[src/rtl/sio_cfg_pkg.sv]
package sio_cfg_pkg;
  localparam int AW = 3;
  localparam logic [7:0] LCR_KEY_B = 8'hBF;
  localparam int LCR_GATE_BIT = 7;
  localparam int EFR_ENH_BIT = 4;
  localparam int MCR_PAGE_BIT = 6;
  localparam logic [7:0] MCR_LOCK_MASK = 8'hC0;
  localparam logic [7:0] IER_LOCK_MASK = 8'h10;

  typedef enum logic [1:0] {
    MODE_OP = 2'd0,
    MODE_A  = 2'd1,
    MODE_B  = 2'd2
  } acc_mode_t;

  typedef enum logic [3:0] {
    SEL_RBR, SEL_IER, SEL_DLL, SEL_DLH, SEL_IIR, SEL_EFR, SEL_LCR,
    SEL_MCR, SEL_LSR, SEL_MSR, SEL_TCR, SEL_TLR, SEL_SPR
  } rsel_t;

  typedef struct packed {
    logic thr;
    logic ier;
    logic dll;
    logic dlh;
    logic fcr;
    logic efr;
    logic lcr;
    logic mcr;
    logic tcr;
    logic tlr;
    logic spr;
  } wsel_t;
endpackage

[src/rtl/sio_mode_dec.sv]
module sio_mode_dec
  import sio_cfg_pkg::*;
#(
  parameter int DW = 8
) (
  input  logic [DW-1:0] lcr_i,
  output acc_mode_t     mode_o
);
  always_comb begin
    if (!lcr_i[LCR_GATE_BIT])            mode_o = MODE_OP;
    else if (lcr_i == DW'(LCR_KEY_B))    mode_o = MODE_B;
    else                                 mode_o = MODE_A;
  end
endmodule

[src/rtl/sio_addr_dec.sv]
module sio_addr_dec
  import sio_cfg_pkg::*;
(
  input  logic [AW-1:0] addr_i,
  input  logic          wr_en_i,
  input  acc_mode_t     mode_i,
  input  logic          page_open_i,
  output rsel_t         rsel_o,
  output wsel_t         wsel_o
);
  always_comb begin
    case (addr_i)
      3'd0:    rsel_o = (mode_i == MODE_OP) ? SEL_RBR : SEL_DLL;
      3'd1:    rsel_o = (mode_i == MODE_OP) ? SEL_IER : SEL_DLH;
      3'd2:    rsel_o = (mode_i == MODE_B)  ? SEL_EFR : SEL_IIR;
      3'd3:    rsel_o = SEL_LCR;
      3'd4:    rsel_o = SEL_MCR;
      3'd5:    rsel_o = SEL_LSR;
      3'd6:    rsel_o = page_open_i ? SEL_TCR : SEL_MSR;
      default: rsel_o = page_open_i ? SEL_TLR : SEL_SPR;
    endcase
  end

  always_comb begin
    wsel_o = '0;
    if (wr_en_i) begin
      case (rsel_o)
        SEL_RBR: wsel_o.thr = 1'b1;
        SEL_IER: wsel_o.ier = 1'b1;
        SEL_DLL: wsel_o.dll = 1'b1;
        SEL_DLH: wsel_o.dlh = 1'b1;
        SEL_IIR: wsel_o.fcr = 1'b1;
        SEL_EFR: wsel_o.efr = 1'b1;
        SEL_LCR: wsel_o.lcr = 1'b1;
        SEL_MCR: wsel_o.mcr = 1'b1;
        SEL_TCR: wsel_o.tcr = 1'b1;
        SEL_TLR: wsel_o.tlr = 1'b1;
        SEL_SPR: wsel_o.spr = 1'b1;
        default: wsel_o = '0;
      endcase
    end
  end
endmodule

[src/rtl/sio_rd_mux.sv]
module sio_rd_mux
  import sio_cfg_pkg::*;
#(
  parameter int DW = 8
) (
  input  logic          rd_en_i,
  input  rsel_t         rsel_i,
  input  logic [DW-1:0] rbr_i,
  input  logic [DW-1:0] ier_i,
  input  logic [DW-1:0] dll_i,
  input  logic [DW-1:0] dlh_i,
  input  logic [DW-1:0] iir_i,
  input  logic [DW-1:0] efr_i,
  input  logic [DW-1:0] lcr_i,
  input  logic [DW-1:0] mcr_i,
  input  logic [DW-1:0] lsr_i,
  input  logic [DW-1:0] msr_i,
  input  logic [DW-1:0] tcr_i,
  input  logic [DW-1:0] tlr_i,
  input  logic [DW-1:0] spr_i,
  output logic [DW-1:0] rdata_o
);
  logic [DW-1:0] pick;

  always_comb begin
    case (rsel_i)
      SEL_RBR: pick = rbr_i;
      SEL_IER: pick = ier_i;
      SEL_DLL: pick = dll_i;
      SEL_DLH: pick = dlh_i;
      SEL_IIR: pick = iir_i;
      SEL_EFR: pick = efr_i;
      SEL_LCR: pick = lcr_i;
      SEL_MCR: pick = mcr_i;
      SEL_LSR: pick = lsr_i;
      SEL_MSR: pick = msr_i;
      SEL_TCR: pick = tcr_i;
      SEL_TLR: pick = tlr_i;
      default: pick = spr_i;
    endcase
    rdata_o = rd_en_i ? pick : '0;
  end
endmodule

[src/rtl/sio_cfg_regbank.sv]
module sio_cfg_regbank
  import sio_cfg_pkg::*;
#(
  parameter int DW = 8
) (
  input  logic            clk,
  input  logic            rst_n,
  input  logic [AW-1:0]   addr_i,
  input  logic            wr_en_i,
  input  logic            rd_en_i,
  input  logic [DW-1:0]   wdata_i,
  output logic [DW-1:0]   rdata_o,
  input  logic [DW-1:0]   rx_data_i,
  input  logic [DW-1:0]   iir_stat_i,
  input  logic [DW-1:0]   lsr_stat_i,
  input  logic [DW-1:0]   msr_stat_i,
  output logic            thr_push_o,
  output logic [DW-1:0]   thr_data_o,
  output logic [1:0]      acc_mode_o,
  output logic [2*DW-1:0] divisor_o,
  output logic [DW-1:0]   ier_o,
  output logic [DW-1:0]   fcr_o,
  output logic [DW-1:0]   lcr_o,
  output logic [DW-1:0]   mcr_o,
  output logic [DW-1:0]   efr_o,
  output logic [DW-1:0]   tcr_o,
  output logic [DW-1:0]   tlr_o
);
  localparam logic [DW-1:0] MCR_LOCK = DW'(MCR_LOCK_MASK);
  localparam logic [DW-1:0] IER_LOCK = DW'(IER_LOCK_MASK);

  logic [DW-1:0] ier_q, fcr_q, lcr_q, mcr_q, efr_q, tcr_q, tlr_q, spr_q, dll_q, dlh_q;
  logic [DW-1:0] ier_d, fcr_d, lcr_d, mcr_d, efr_d, tcr_d, tlr_d, spr_d, dll_d, dlh_d;
  acc_mode_t     mode;
  rsel_t         rsel;
  wsel_t         wsel;
  logic          enh_on;
  logic          page_open;

  assign enh_on    = efr_q[EFR_ENH_BIT];
  assign page_open = enh_on & mcr_q[MCR_PAGE_BIT];

  sio_mode_dec #(.DW(DW)) u_mode (
    .lcr_i  (lcr_q),
    .mode_o (mode)
  );

  sio_addr_dec u_adec (
    .addr_i      (addr_i),
    .wr_en_i     (wr_en_i),
    .mode_i      (mode),
    .page_open_i (page_open),
    .rsel_o      (rsel),
    .wsel_o      (wsel)
  );

  sio_rd_mux #(.DW(DW)) u_rmux (
    .rd_en_i (rd_en_i),
    .rsel_i  (rsel),
    .rbr_i   (rx_data_i),
    .ier_i   (ier_q),
    .dll_i   (dll_q),
    .dlh_i   (dlh_q),
    .iir_i   (iir_stat_i),
    .efr_i   (efr_q),
    .lcr_i   (lcr_q),
    .mcr_i   (mcr_q),
    .lsr_i   (lsr_stat_i),
    .msr_i   (msr_stat_i),
    .tcr_i   (tcr_q),
    .tlr_i   (tlr_q),
    .spr_i   (spr_q),
    .rdata_o (rdata_o)
  );

  // next-state
  always_comb begin
    ier_d = ier_q;
    fcr_d = fcr_q;
    lcr_d = lcr_q;
    mcr_d = mcr_q;
    efr_d = efr_q;
    tcr_d = tcr_q;
    tlr_d = tlr_q;
    spr_d = spr_q;
    dll_d = dll_q;
    dlh_d = dlh_q;
    if (wsel.ier) ier_d = enh_on ? wdata_i : ((wdata_i & ~IER_LOCK) | (ier_q & IER_LOCK));
    if (wsel.mcr) mcr_d = enh_on ? wdata_i : ((wdata_i & ~MCR_LOCK) | (mcr_q & MCR_LOCK));
    if (wsel.fcr) fcr_d = wdata_i;
    if (wsel.lcr) lcr_d = wdata_i;
    if (wsel.efr) efr_d = wdata_i;
    if (wsel.tcr) tcr_d = wdata_i;
    if (wsel.tlr) tlr_d = wdata_i;
    if (wsel.spr) spr_d = wdata_i;
    if (wsel.dll) dll_d = wdata_i;
    if (wsel.dlh) dlh_d = wdata_i;
  end

  // registers
  always_ff @(posedge clk or negedge rst_n) begin
    if (!rst_n) begin
      ier_q <= '0;
      fcr_q <= '0;
      lcr_q <= '0;
      mcr_q <= '0;
      efr_q <= '0;
      tcr_q <= '0;
      tlr_q <= '0;
      spr_q <= '0;
      dll_q <= '0;
      dlh_q <= '0;
    end else begin
      ier_q <= ier_d;
      fcr_q <= fcr_d;
      lcr_q <= lcr_d;
      mcr_q <= mcr_d;
      efr_q <= efr_d;
      tcr_q <= tcr_d;
      tlr_q <= tlr_d;
      spr_q <= spr_d;
      dll_q <= dll_d;
      dlh_q <= dlh_d;
    end
  end

  assign thr_push_o = wsel.thr;
  assign thr_data_o = wdata_i;
  assign acc_mode_o = mode;
  assign divisor_o  = {dlh_q, dll_q};
  assign ier_o      = ier_q;
  assign fcr_o      = fcr_q;
  assign lcr_o      = lcr_q;
  assign mcr_o      = mcr_q;
  assign efr_o      = efr_q;
  assign tcr_o      = tcr_q;
  assign tlr_o      = tlr_q;
endmodule

[config.mk]
export PLATFORM = sky130hd
export DESIGN_NAME = sio_cfg_regbank
export DESIGN_NICKNAME = d
export VERILOG_FILES = /design/src/rtl/sio_cfg_pkg.sv /design/src/rtl/sio_mode_dec.sv /design/src/rtl/sio_addr_dec.sv /design/src/rtl/sio_rd_mux.sv /design/src/rtl/sio_cfg_regbank.sv
export SDC_FILE = /design/constraint.sdc
export NUM_CORES = 1
export LEC_CHECK = 0
export ABC_AREA = 1
export CAP_MARGIN = 20
export CORE_UTILIZATION = 46
export DETAILED_ROUTE_END_ITERATION = 8
export PLACE_DENSITY = 0.81
export REMOVE_ABC_BUFFERS = 1
export SYNTH_ARGS = -nofsm -noshare
export SYNTH_HDL_FRONTEND = slang
export SYNTH_SLANG_ARGS = --single-unit
[constraint.sdc]
create_clock -name clk -period 1.8 [get_ports clk]
set_input_delay 0.18 -clock clk [delete_from_list [all_inputs] [get_ports clk]]
set_output_delay 0.18 -clock clk [all_outputs]
set_load 0.03 [all_outputs]
==> Word level (Yosys, flattened, before mapping) <==
Index checks and enable logic that the tools add are counted.
{ "classes": {"n_eq_ne": 20, "n_reduce_logical": 3, "n_bitwise": 3, "mux": 24} }
{ "op_table": {"columns": ["op", "count"], "rows": [
  ["$pmux 8 s12", 1],
  ["$pmux 4 s7", 1],
  ["$mux 8", 3],
  ["$eq 4x4->1 const B", 5],
  ["$eq 4x3->1 const B", 4],
  ["$mux 1", 12],
  ["$mux 11", 1],
  ["$mux 2", 5],
  ["$eq 3x3->1 const B", 3],
  ["$eq 4x2->1 const B", 2],
  ["$eq 8x8->1 const B", 1],
  ["$or 6x8->8", 1],
  ["$or 8x5->8", 1],
  ["$eq 3x2->1 const B", 2],
  ["$eq 4x1->1 const B", 1],
  ["$logic_not 4->1", 1],
  ["$eq 3x1->1 const B", 1],
  ["$logic_not 3->1", 1],
  ["$mux 3", 1],
  ["$eq 2x2->1 const B", 1],
  ["$logic_not 2->1", 1],
  ["$and 1x1->1", 1]
]} }
{ "totals": {"elab_cells": 60, "ff_bits": 80, "input_bits": 47, "output_inout_bits": 91} }

==> Depth between registers and ports, before layout <==
Gate-level depths: netlist (run 1).
{ "logic_depth": {"ltp_word": 9, "ltp_mapped": 12, "depth_no_buf": 11} }

==> By module <==
From an unflattened synthesis (run 1), not the netlist that was laid out.
{ "unflattened": {"cells_unflattened": 670, "hier_area_um2": 4653.2} }
{ "modules_own_cells": {"columns": ["module", "seq_area_each_um2", "n_inst", "area_per_inst_um2", "cells_per_inst"], "rows": [
  ["sio_cfg_regbank", 2001.9, 1, 3231.8, 350],
  ["sio_rd_mux", 0.0, 1, 1139.8, 259],
  ["sio_addr_dec", 0.0, 1, 235.2, 51],
  ["sio_mode_dec", 0.0, 1, 46.3, 10]
]} }

==> Least setup slack after synthesis (run 1) <==
No wires, ideal clock.
{ "synth_timing": {"kind": "register -> output", "startpoint": "register efr_q[4] (netlist: efr_o[4])", "endpoint": "output port rdata_o[6]", "slack_ns": -0.427, "arrival_time_ns": 2.047, "path_buffers": 1, "path_stages_with_launch": 12, "t_required_ns": 1.620, "path_cell_list": "dfrtp_1 > nand2_1 > inv_1 > nor2_4 > nor2_4 > nand3_4 > nor2_8 > buf_4 > nand3_1 > nand4_1 > nor2_1 > nor2_1"} }
{ "synth_between": {"elab_chain_cells": 6, "word_cells_on_any_way": 18, "classes_between": "eq/ne (11); mux (5); bitwise (1); reduce/logical (1)"} }
{ "synth_rtl": {"columns": ["item", "line_no", "source"], "rows": [
  ["start, declared", "sio_cfg_regbank.sv:32", "logic [DW-1:0] ier_q, fcr_q, lcr_q, mcr_q, efr_q, tcr_q, tlr_q, spr_q, dll_q, dlh_q;"],
  ["start signal, assigned", "sio_cfg_regbank.sv:118", "efr_q <= efr_d;"],
  ["$and 1x1->1 *", "sio_cfg_regbank.sv:41", "assign page_open = enh_on & mcr_q[MCR_PAGE_BIT];"],
  ["$mux 3 / $mux 2 (equally long branches)", "sio_addr_dec.sv:20, sio_addr_dec.sv:19", null],
  ["$pmux 4 s7 *", "sio_addr_dec.sv:12", "case (addr_i)"],
  ["$eq 4x4->1, or another cell as far along", "sio_rd_mux.sv:26", "case (rsel_i)"],
  ["$pmux 8 s12 *", "sio_rd_mux.sv:26", null],
  ["$mux 8 *", "sio_rd_mux.sv:41", "rdata_o = rd_en_i ? pick : '0;"],
  ["end, declared", "sio_cfg_regbank.sv:12", "output logic [DW-1:0] rdata_o,"]
]} }
Mark *: on every way between the ends. The rest lies on a longest branch, timed or not.

==> Final worst setup path (run 1) <==
{ "layout_timing": {"startpoint": "register mcr_q[6] (netlist: mcr_o[6])", "endpoint": "output port rdata_o[6]"} }
{ "layout_between": {"elab_chain_cells": 6, "word_cells_on_any_way": 18, "classes_between": "eq/ne (11); mux (5); bitwise (1); reduce/logical (1)"} }
{ "layout_rtl": {"columns": ["item", "line_no", "source"], "rows": [
  ["start, declared", "sio_cfg_regbank.sv:32", null],
  ["start signal, assigned", "sio_cfg_regbank.sv:117", "mcr_q <= mcr_d;"],
  ["$and 1x1->1", "sio_cfg_regbank.sv:41", null],
  ["$mux 3 / $mux 2 (equally long branches)", "sio_addr_dec.sv:20, sio_addr_dec.sv:19", null],
  ["$pmux 4 s7", "sio_addr_dec.sv:12", null],
  ["$eq 4x4->1, or another cell as far along", "sio_rd_mux.sv:26", null],
  ["$pmux 8 s12 *", "sio_rd_mux.sv:26", null],
  ["$mux 8 *", "sio_rd_mux.sv:41", null]
]} }
Marks and branches as above.

==> results of run 1 <==
-- kinds of logic (layout without fill, tap and decap cells) --
kind of cell / after synthesis / count (layout) / share of synthesized area, %
other: 0 / 2 / 0
DFF: 80 / 80 / 49.2
AOI/OAI and AO/OA: 115 / 115 / 16.4
buffers and inverters: 63 / 287 / 7.50
and+or+nand+nor: 234 / 236 / 26.9
-- Yosys cell counts, types with 2 or more instances --
cell type,count,area [µm²]
dfrtp_1,80,2000
nor2_2,6,37.5
buf_4,13,97.6
a211oi_1,3,22.5
inv_2,4,15.0
a221oi_1,3,26.3
o21a_1,9,67.6
nor2_1,35,131
buf_6,2,22.5
nand3_1,21,105
inv_1,32,120
nand2_4,3,33.8
a21oi_1,6,30.0
nor2_4,3,33.8
o211a_1,2,20.0
o21ai_1,3,15.0
a22o_1,4,35.0
buf_2,2,10.0
o21ai_2,5,43.8
nor2_8,3,60.1
nand4_1,18,113
nand3b_1,3,22.5
nand2_2,3,18.8
o21ai_0,78,390
clkbuf_1,8,30.0
nand2_1,137,514
-- registers in the layout (all words and copies together), names as in the netlist --
name   count
efr_o      8
tcr_o      8
fcr_o      8
tlr_o      8
dlh_q      8
ier_o      8
mcr_o      8
dll_q      8
lcr_o      8
spr_q      8
-- layout make-up --
type / count / area, µm²
clock buffers: 9 / 124
repair buffers: 234 / 2150
diodes: 2 / 5.00
well taps: 105 / 131
flip-flops and latches: 80 / 2000
clock inverters: 6 / 92.6
inverters: 38 / 153
fillers: 554 / 1800
multi-input cells: 351 / 1920
-- through the flow --
step           area, µm²  setup slack, ns  power (mW)
5_1_grt             6580           -0.587        6.49
3_3_place_gp        6090           -0.964        4.62
3_5_place_dp        6090            -1.05        4.67
2_1_floorplan       3910           -0.342        3.42
6_report            6580           -0.496        6.23
4_1_cts             6420           -0.527        6.17
-- metal layers --
layer  vias up  GRT usage (%)  routed length [µm]
li1       2082              -                   -
met1      2203           41.8                5790
met2       305           53.0                7190
met3        24           6.64                1430
met4         0           11.1                 312
met5         -              0                   0
-- worst min path at each step --
stage               slack (ns)                    to  startpoint
floorplan                -0.12  dlh_q[0]$_DFFE_PN0P_       rst_n
global placement          0.18  fcr_o[0]$_DFFE_PN0P_       rst_n
detailed placement        0.18  fcr_o[1]$_DFFE_PN0P_       rst_n
CTS                       0.32  fcr_o[3]$_DFFE_PN0P_       rst_n
global route              0.35  fcr_o[2]$_DFFE_PN0P_       rst_n
finish                    0.32  fcr_o[2]$_DFFE_PN0P_       rst_n
-- power by group through the flow --
stage | Clock, mW | Combinational, mW | Sequential [mW]
2_1_floorplan | 0 | 0.519 | 2.90
5_1_grt | 1.56 | 2.57 | 2.36
6_report | 1.48 | 2.42 | 2.33
3_5_place_dp | 0 | 2.32 | 2.35
4_1_cts | 1.48 | 2.37 | 2.32
3_3_place_gp | 0 | 2.28 | 2.34
-- cells in the final DEF (no fill, tap or decap), types with 4 or more instances in the layout --
cell type and instances:
nand2_1 123, clkdlybuf4s50_1 120, buf_4 94, dfrtp_1 78
o21ai_0 77, inv_1 30, nor2_1 29, nand3_1 18
nand4_1 18, nand2_2 14, nor2_4 9, o21a_1 9
clkbuf_8 9, buf_6 9, nor2_2 8, a21oi_1 6
o21ai_2 5, nand2_4 4, inv_2 4, nand3_2 4
o21ai_1 4, inv_4 4, a22o_1 4
-- timing repair --
action,4_1_cts,5_1_grt
setup endpoints to repair,27,23
buffers inserted,4,5
gates cloned,2,0
pin swaps,10,14
hold endpoints to repair,36,0
hold buffers,1,0
gates resized for setup,53,36
==> summary.txt, run 1 <==
Synth
  • Seq cells post-synth: 80
  • EDFF count, synth: 0
  • Post-synthesis sequential area ratio: between 40 and 50%
  • Main flop type after synthesis: dfrtp_1
  • Synth Warn #: 0
  • Yosys cell types: 32
  • Mean Syn Cell Area: between 8 and 9 µm²
  • Post-Synthesis Cells: a little under 500
  • Ys async rst share: between 90% and 100%
  • Cell area after synthesis: 4070 µm²

STA
  • Post-route minimum period: about 2.3 ns
  • Slew headroom: 65.5%
  • Hold_ws: roughly 0.32 ns
  • Max Clk Rate: approximately 440 MHz
  • Max-slew violation count: 0
  • RSZ-0062 raised after global routing: true
  • Setup Viol. Count Final: 15
  • Worst-Margin Slew: roughly 0.52 ns
  • PnR worst setup slack: -0.496 ns
  • Setup_tns: -3.96 ns
  • Fin crit share: 128%
  • Final Hold Viols: 0
  • Worst Skew: between 0.01 and 0.015 ns

CTS
  • Clock sink count: 80
  • TritonCTS buffer count: 9
  • CTS Root Cell: clkbuf_8
  • Clk pin slew, worst setup/hold paths: approximately 0.090 ns
  • Clk buf depth: 2
  • CTS tree: built
  • Worst-skew pair later-pin latency: between 0.3 and 0.4 ns
  • H-tree levels: 3

Final layout
  • Non-filler cells, final: 825
  • Ratio of cells with drive above 1 in the final layout: 25.9%
  • Final core occ: 78.5%
  • Layout area overhead: 61.5%
  • Final Net Count: between 700 and 800

Critical path
  • Worst Setup SP: mcr_o[6]$_DFFE_PN0P_
  • Data arrival, critical path: ~2.1 ns
  • Worst setup EP type: output pin
  • Max incr delay on CP: around 0.42 ns
  • Critical Path RT: ~1.6 ns
  • WP buf/inv: 3
  • Worst-path maximum fanout: 7
  • Cell mode on critical path: nor2_4
  • WP depth: 12
  • Crit start category: flop
  • Top delay family on crit path: simple AND/OR/NAND/NOR gates
  • Worst flop-to-flop path endpoint: fcr_o[5]$_DFFE_PN0P_
  • Reg-to-Reg Start: mcr_o[6]$_DFFE_PN0P_
  • Internal reg-to-reg setup slack: -0.04 ns
  • Kind of critical path: flop to output pin
  • Slowest CP cell: dfrtp_2
  • Crit path to: rdata_o[6]
  • Worst-path cell chain: nand2_4, inv_4, nor2_4, nor2_4, nand3_4, nor2_4, buf_4, nand3_1, nand4_1, nor2_1, nor2_1, buf_4
  • R2R cell count: 11

Routing
  • Initial DRC count: approximately 380
  • Vias/cell: approximately 5.6
  • Via count: roughly 4600
  • ANT nets after route: 0
  • DR pass1 iterations: 5
  • WL final: approximately 15000 µm
  • Residual DRC: 0
  • Average wire per standard cell: 17.8 µm

Global routing
  • First-pass GRT wire length: between 20000 and 25000 µm
  • Number of global-route vias before repair: around 4300
  • Pin count of the biggest net entering global routing: 39
  • Initial antenna violation count: 1
  • GRT Total Usage: 32.1%
  • Total gr overflow: 0

Power
  • Switching share of total power: 36.5%
  • Worst-case vdd ir drop: roughly 0.00077 V
  • Leak Pwr: 3.04 nW
  • Clock network fraction of total power: a little under a quarter
  • Comb pwr share: about 39%
  • Seq pwr share: a little under two fifths
  • P_sw: approximately 2.3 mW
  • Pint: between 3 and 4 mW
  • Pwr Density: 947 nW/µm²

Placed design
  • Hpwl dp: approximately 11000 µm
  • Port Buffers: around 140
  • Placed Cells: a little under 800
  • GPL Wtd Cong: 0.907

Run
  • Max Cap Violations: 0

Die
  • Core area: approximately 8400 µm²
  • Die width: just under 100 µm
  • Initial Utilization: between 40% and 50%
  • Number of I/O pins: roughly 140
  • Total die area: 9230 µm²
  • Die height: a little under 100 µm
  • Cell Rows: 33

Worst hold path
  • Hold Path Class: input port to asynchronous set/reset pin

Run status
  • Failing checks: setup timing
  • Status: finished, violations left
Note: power is estimated with default switching activity, not from simulation.
==> run 2: changes to the inputs <==
--- a/config.mk
+++ b/config.mk
@@ -7,10 +7,11 @@
 export LEC_CHECK = 0
 export ABC_AREA = 1
 export CAP_MARGIN = 20
-export CORE_UTILIZATION = 46
+export CORE_UTILIZATION = 48
 export DETAILED_ROUTE_END_ITERATION = 8
 export PLACE_DENSITY = 0.81
 export REMOVE_ABC_BUFFERS = 1
 export SYNTH_ARGS = -nofsm -noshare
 export SYNTH_HDL_FRONTEND = slang
+export SYNTH_HIERARCHICAL = 1
 export SYNTH_SLANG_ARGS = --single-unit
==> run 2 against run 1 <==
Die area is 9.3% higher. Clock skew is 0.0016 ns higher. Total power is 45% higher. The flow still finishes with violations (setup timing). Cell count is 23% higher. Clock-buffer cell count stayed put. Via count is 16% higher. Critical path type unchanged. Register-to-register slack worse by 0.35 ns. Worst setup slack worse by 0.53 ns.
==> summary.txt, run 2 <==
Routing
  • Average wire per standard cell: 16.7 µm (-6.6%)
  • WL final: 16900 µm (+15%)
  • Vias/cell: 5.29 (-5.4%)
  • Initial DRC count: 334 (-11%)
  • Via count: 5371 (+16%)
  • ANT nets after route: 0 (unchanged)
  • Residual DRC: 0 (unchanged)
  • DR pass1 iterations: 5 (unchanged)

Power
  • Worst-case vdd ir drop: 0.000827 V (+7.2%)
  • Comb pwr share: 53.1% (+14 points)
  • Total power draw: 9.04 mW (+45%)
  • P_sw: 4.06 mW (+79%)
  • Switching share of total power: 45.0% (+8.5 points)
  • Leak Pwr: 3.63 nW (+19%)
  • Pwr Density: 1250 nW/µm² (+31%)
  • Clock network fraction of total power: 13.6% (-10 points)
  • Seq pwr share: 33.3% (-4.1 points)
  • Pint: 4.97 mW (+26%)

Run status
  • Status: finished, violations left
  • Failing checks: setup timing

Global routing
  • Initial antenna violation count: 0 (-1)
  • Total gr overflow: 0 (unchanged)
  • First-pass GRT wire length: 26100 µm (+20%)
  • Number of global-route vias before repair: 5079 (+17%)
  • Pin count of the biggest net entering global routing: 44 (+13%)
  • GRT Total Usage: 34.3% (+2.3 points)

STA
  • PnR worst setup slack: -1.03 ns (-0.532 ns)
  • Worst-Margin Slew: 0.521 ns (+0.00412 ns)
  • Slew headroom: 65.1% (-0.38 points)
  • Final Hold Viols: 0 (unchanged)
  • Setup_tns: -17.69 ns (-13.74 ns)
  • Worst Skew: 0.0130 ns (+0.00163 ns)
  • Max Clk Rate: 354 MHz (-19%)
  • Post-route minimum period: 2.83 ns (+0.532 ns)
  • Fin crit share: 157% (+30 points)
  • Max-slew violation count: 0 (unchanged)
  • RSZ-0062 raised after global routing: true
  • Setup Viol. Count Final: 49 (+34)

Placed design
  • Port Buffers: 137 (unchanged)
  • Hpwl dp: 11600 µm (+11%)
  • GPL Wtd Cong: 0.968 (+6.7%)
  • Placed inst area: 6520 µm² (+7.0%)

Final layout
  • Most frequent cells in the layout: nand2_1, clkdlybuf4s50_1, inv_1
  • Commonest non-fill, non-tap cell in the layout: nand2_1
  • Ratio of cells with drive above 1 in the final layout: 22.6% (-3.3 points)
  • Layout filler cell count: 694 (+25%)
  • Layout area overhead: 56.0%
  • Final core occ: 77.8% (-0.67 points)
  • Multi-input gate area: 2180 µm² (+13%)
  • Finished Cell Area: 7260 µm² (+10%)
  • FF+latch area: 2000 µm² (-0.12%)
  • N_diodes: 0 (-2)
  • Final Net Count: 928 (+22%)

CTS
  • Clk pin slew, worst setup/hold paths: 0.09 ns (about the same)
  • CTS tree: built
  • Clk buf depth: 2 (unchanged)
  • CTS Root Cell: clkbuf_8
  • TritonCTS buffer count: 9 (unchanged)
  • Clock sink count: 80 (unchanged)
  • Worst-skew pair later-pin latency: 0.36 ns (about the same)
  • H-tree levels: 3 (unchanged)

Die
  • Initial Utilization: 49.9% (+1.3 points)
  • Cell Rows: 35 (+6.1%)
  • Number of I/O pins: 138 (unchanged)
  • Total die area: 10100 µm² (+9.3%)
  • Die width: 100 µm (+4.5%)
  • Die height: 100 µm (+4.5%)
  • Core area: 9330 µm² (+11%)

Critical path
  • Crit start category: flop
  • Kind of critical path: flop to output pin
  • Data arrival, critical path: 2.65 ns (+0.53 ns)
  • Worst-path maximum fanout: 7 (unchanged)
  • Worst setup EP type: output pin
  • Critical Path RT: 1.62 ns (about the same)
  • R2R cell count: 16 (+5)

Run
  • Max Cap Violations: 0 (unchanged)

Synth
  • Cell area after synthesis: 4650 µm² (+14%)
  • Count leader, synth: nand2_1
  • Post-Synthesis Cells: 670 (+36%)
  • Synth Warn #: 6 (+6)
  • Biggest area consumer among synthesized cells: dfrtp_1
  • Area share of the largest cell type after synthesis: 43.0% (-6.1 points)
  • Seq cells post-synth: 80 (unchanged)
  • Largest cells by area after synthesis: dfrtp_1, nand2_1, o21ai_0
  • Main flop type after synthesis: dfrtp_1
  • Yosys cell types: 24 (-25%)
  • Commonest cells post-synth: nand2_1, inv_1, dfrtp_1, o21ai_0, nand3_1
  • Post-synthesis sequential area ratio: 43.0% (-6.1 points)
  • Ys async rst share: 100% (unchanged)
  • EDFF count, synth: 0 (unchanged)
  • Mean Syn Cell Area: 6.95 µm² (-16%)

Worst hold path
  • Hold Path Class: input port to asynchronous set/reset pin
==> run 2: cell count changes after synthesis, sizes merged, moves of 4 or more <==
cell	previous run	this run
inv	37	111
nand2	143	200
nand3	23	74
buf	17	37
nor2	47	67
nand4	18	3
o21a	9	0
clkbuf	8	1
nor3	0	5
a21oi	6	2
a22o	4	0
==> run 2: what timing repair did <==
action	CTS	global route
setup buffers	19	8
resized for setup	93	47
setup endpoints to repair	51	61
endpoints found under the hold margin	19	0
pin swaps	20	25
hold buffers	1	0
gates cloned	6	1
==> run 2: final timing paths <==
| check | to | startpoint | slack [ns] |
|---|---|---|---|
| worst max-delay path | rdata_o[4] | lcr_o[5]$_DFFE_PN0P_ | -1.03 |
| worst min-delay path | lcr_o[0]$_DFFE_PN0P_ | rst_n | 0.24 |
| worst max register to register | efr_o[4]$_DFFE_PN0P_ | lcr_o[6]$_DFFE_PN0P_ | -0.39 |
| worst min register to register | fcr_o[1]$_DFFE_PN0P_ | fcr_o[1]$_DFFE_PN0P_ | 0.51 |
| max in group asynchronous | dll_q[3]$_DFFE_PN0P_ | rst_n | 1.00 |
| min in group clk | fcr_o[1]$_DFFE_PN0P_ | fcr_o[1]$_DFFE_PN0P_ | 0.51 |
==> run 2: worst max-delay path, cell delays in order, from the launching register on <==
cell and delay, ns:
dfrtp_1 0.40, nand2_1 0.09, nor2_2 0.05, a21oi_2 0.16, inv_2 0.06, nand3_2 0.06
nand2_1 0.05, nand2_1 0.08, nand2_2 0.06, inv_2 0.07, nand2_4 0.09, buf_6 0.13
nor2_4 0.18, buf_12 0.15, nand3_2 0.07, nand2_1 0.09, nor2_1 0.04, nand2_1 0.06
nor2_1 0.05, nor2_1 0.14, buf_4 0.18
==> run 2: power by group through the flow <==
stage / Combinational [mW] / Sequential (mW) / Clock, mW
floorplan: 0.983 / 4.12 / 0
global placement: 4.33 / 3.00 / 0
detailed placement: 4.40 / 3.02 / 0
CTS: 4.68 / 3.00 / 1.24
global route: 5.09 / 3.09 / 1.32
finish: 4.80 / 3.01 / 1.23
==> run 2: kinds of logic after synthesis <==
family,after synthesis,share of synthesized area [%]
AO/OA/AOI/OAI,88,9.46
buffers and inverters,149,15.2
AND/OR/NAND/NOR,353,32.3
flip-flops,80,43.0
==> run 2: metrics by stage <==
| stage | hold WS, ns | instances | worst slack, ns |
|---|---|---|---|
| floorplan | -0.116 | 632 | -1.50 |
| global placement | 0.0820 | 973 | -0.804 |
| detailed placement | 0.0841 | 973 | -0.856 |
| CTS | 0.246 | 1011 | -0.966 |
| global route | 0.257 | 1015 | -1.19 |
| finish | 0.242 | 1015 | -1.03 |
==> run 2: metal layers <==
layer  vias up  part of all wire [%]  global-route usage, %
met5         -                     0                      0
met4         0                   2.8                   12.7
met3        46                   9.8                   6.17
met2       326                    47                   56.0
met1      2504                    40                   46.0
li1       2495                     -                      -
==> run 2: final cells by class <==
type                    count  share of cell area (%)
well taps                 129                    2.22
repair buffers            238                    31.9
flip-flops and latches     80                    27.6
clock inverters             7                   0.741
inverters                 111                    5.81
clock buffers               9                    1.71
multi-input cells         441                    30.0
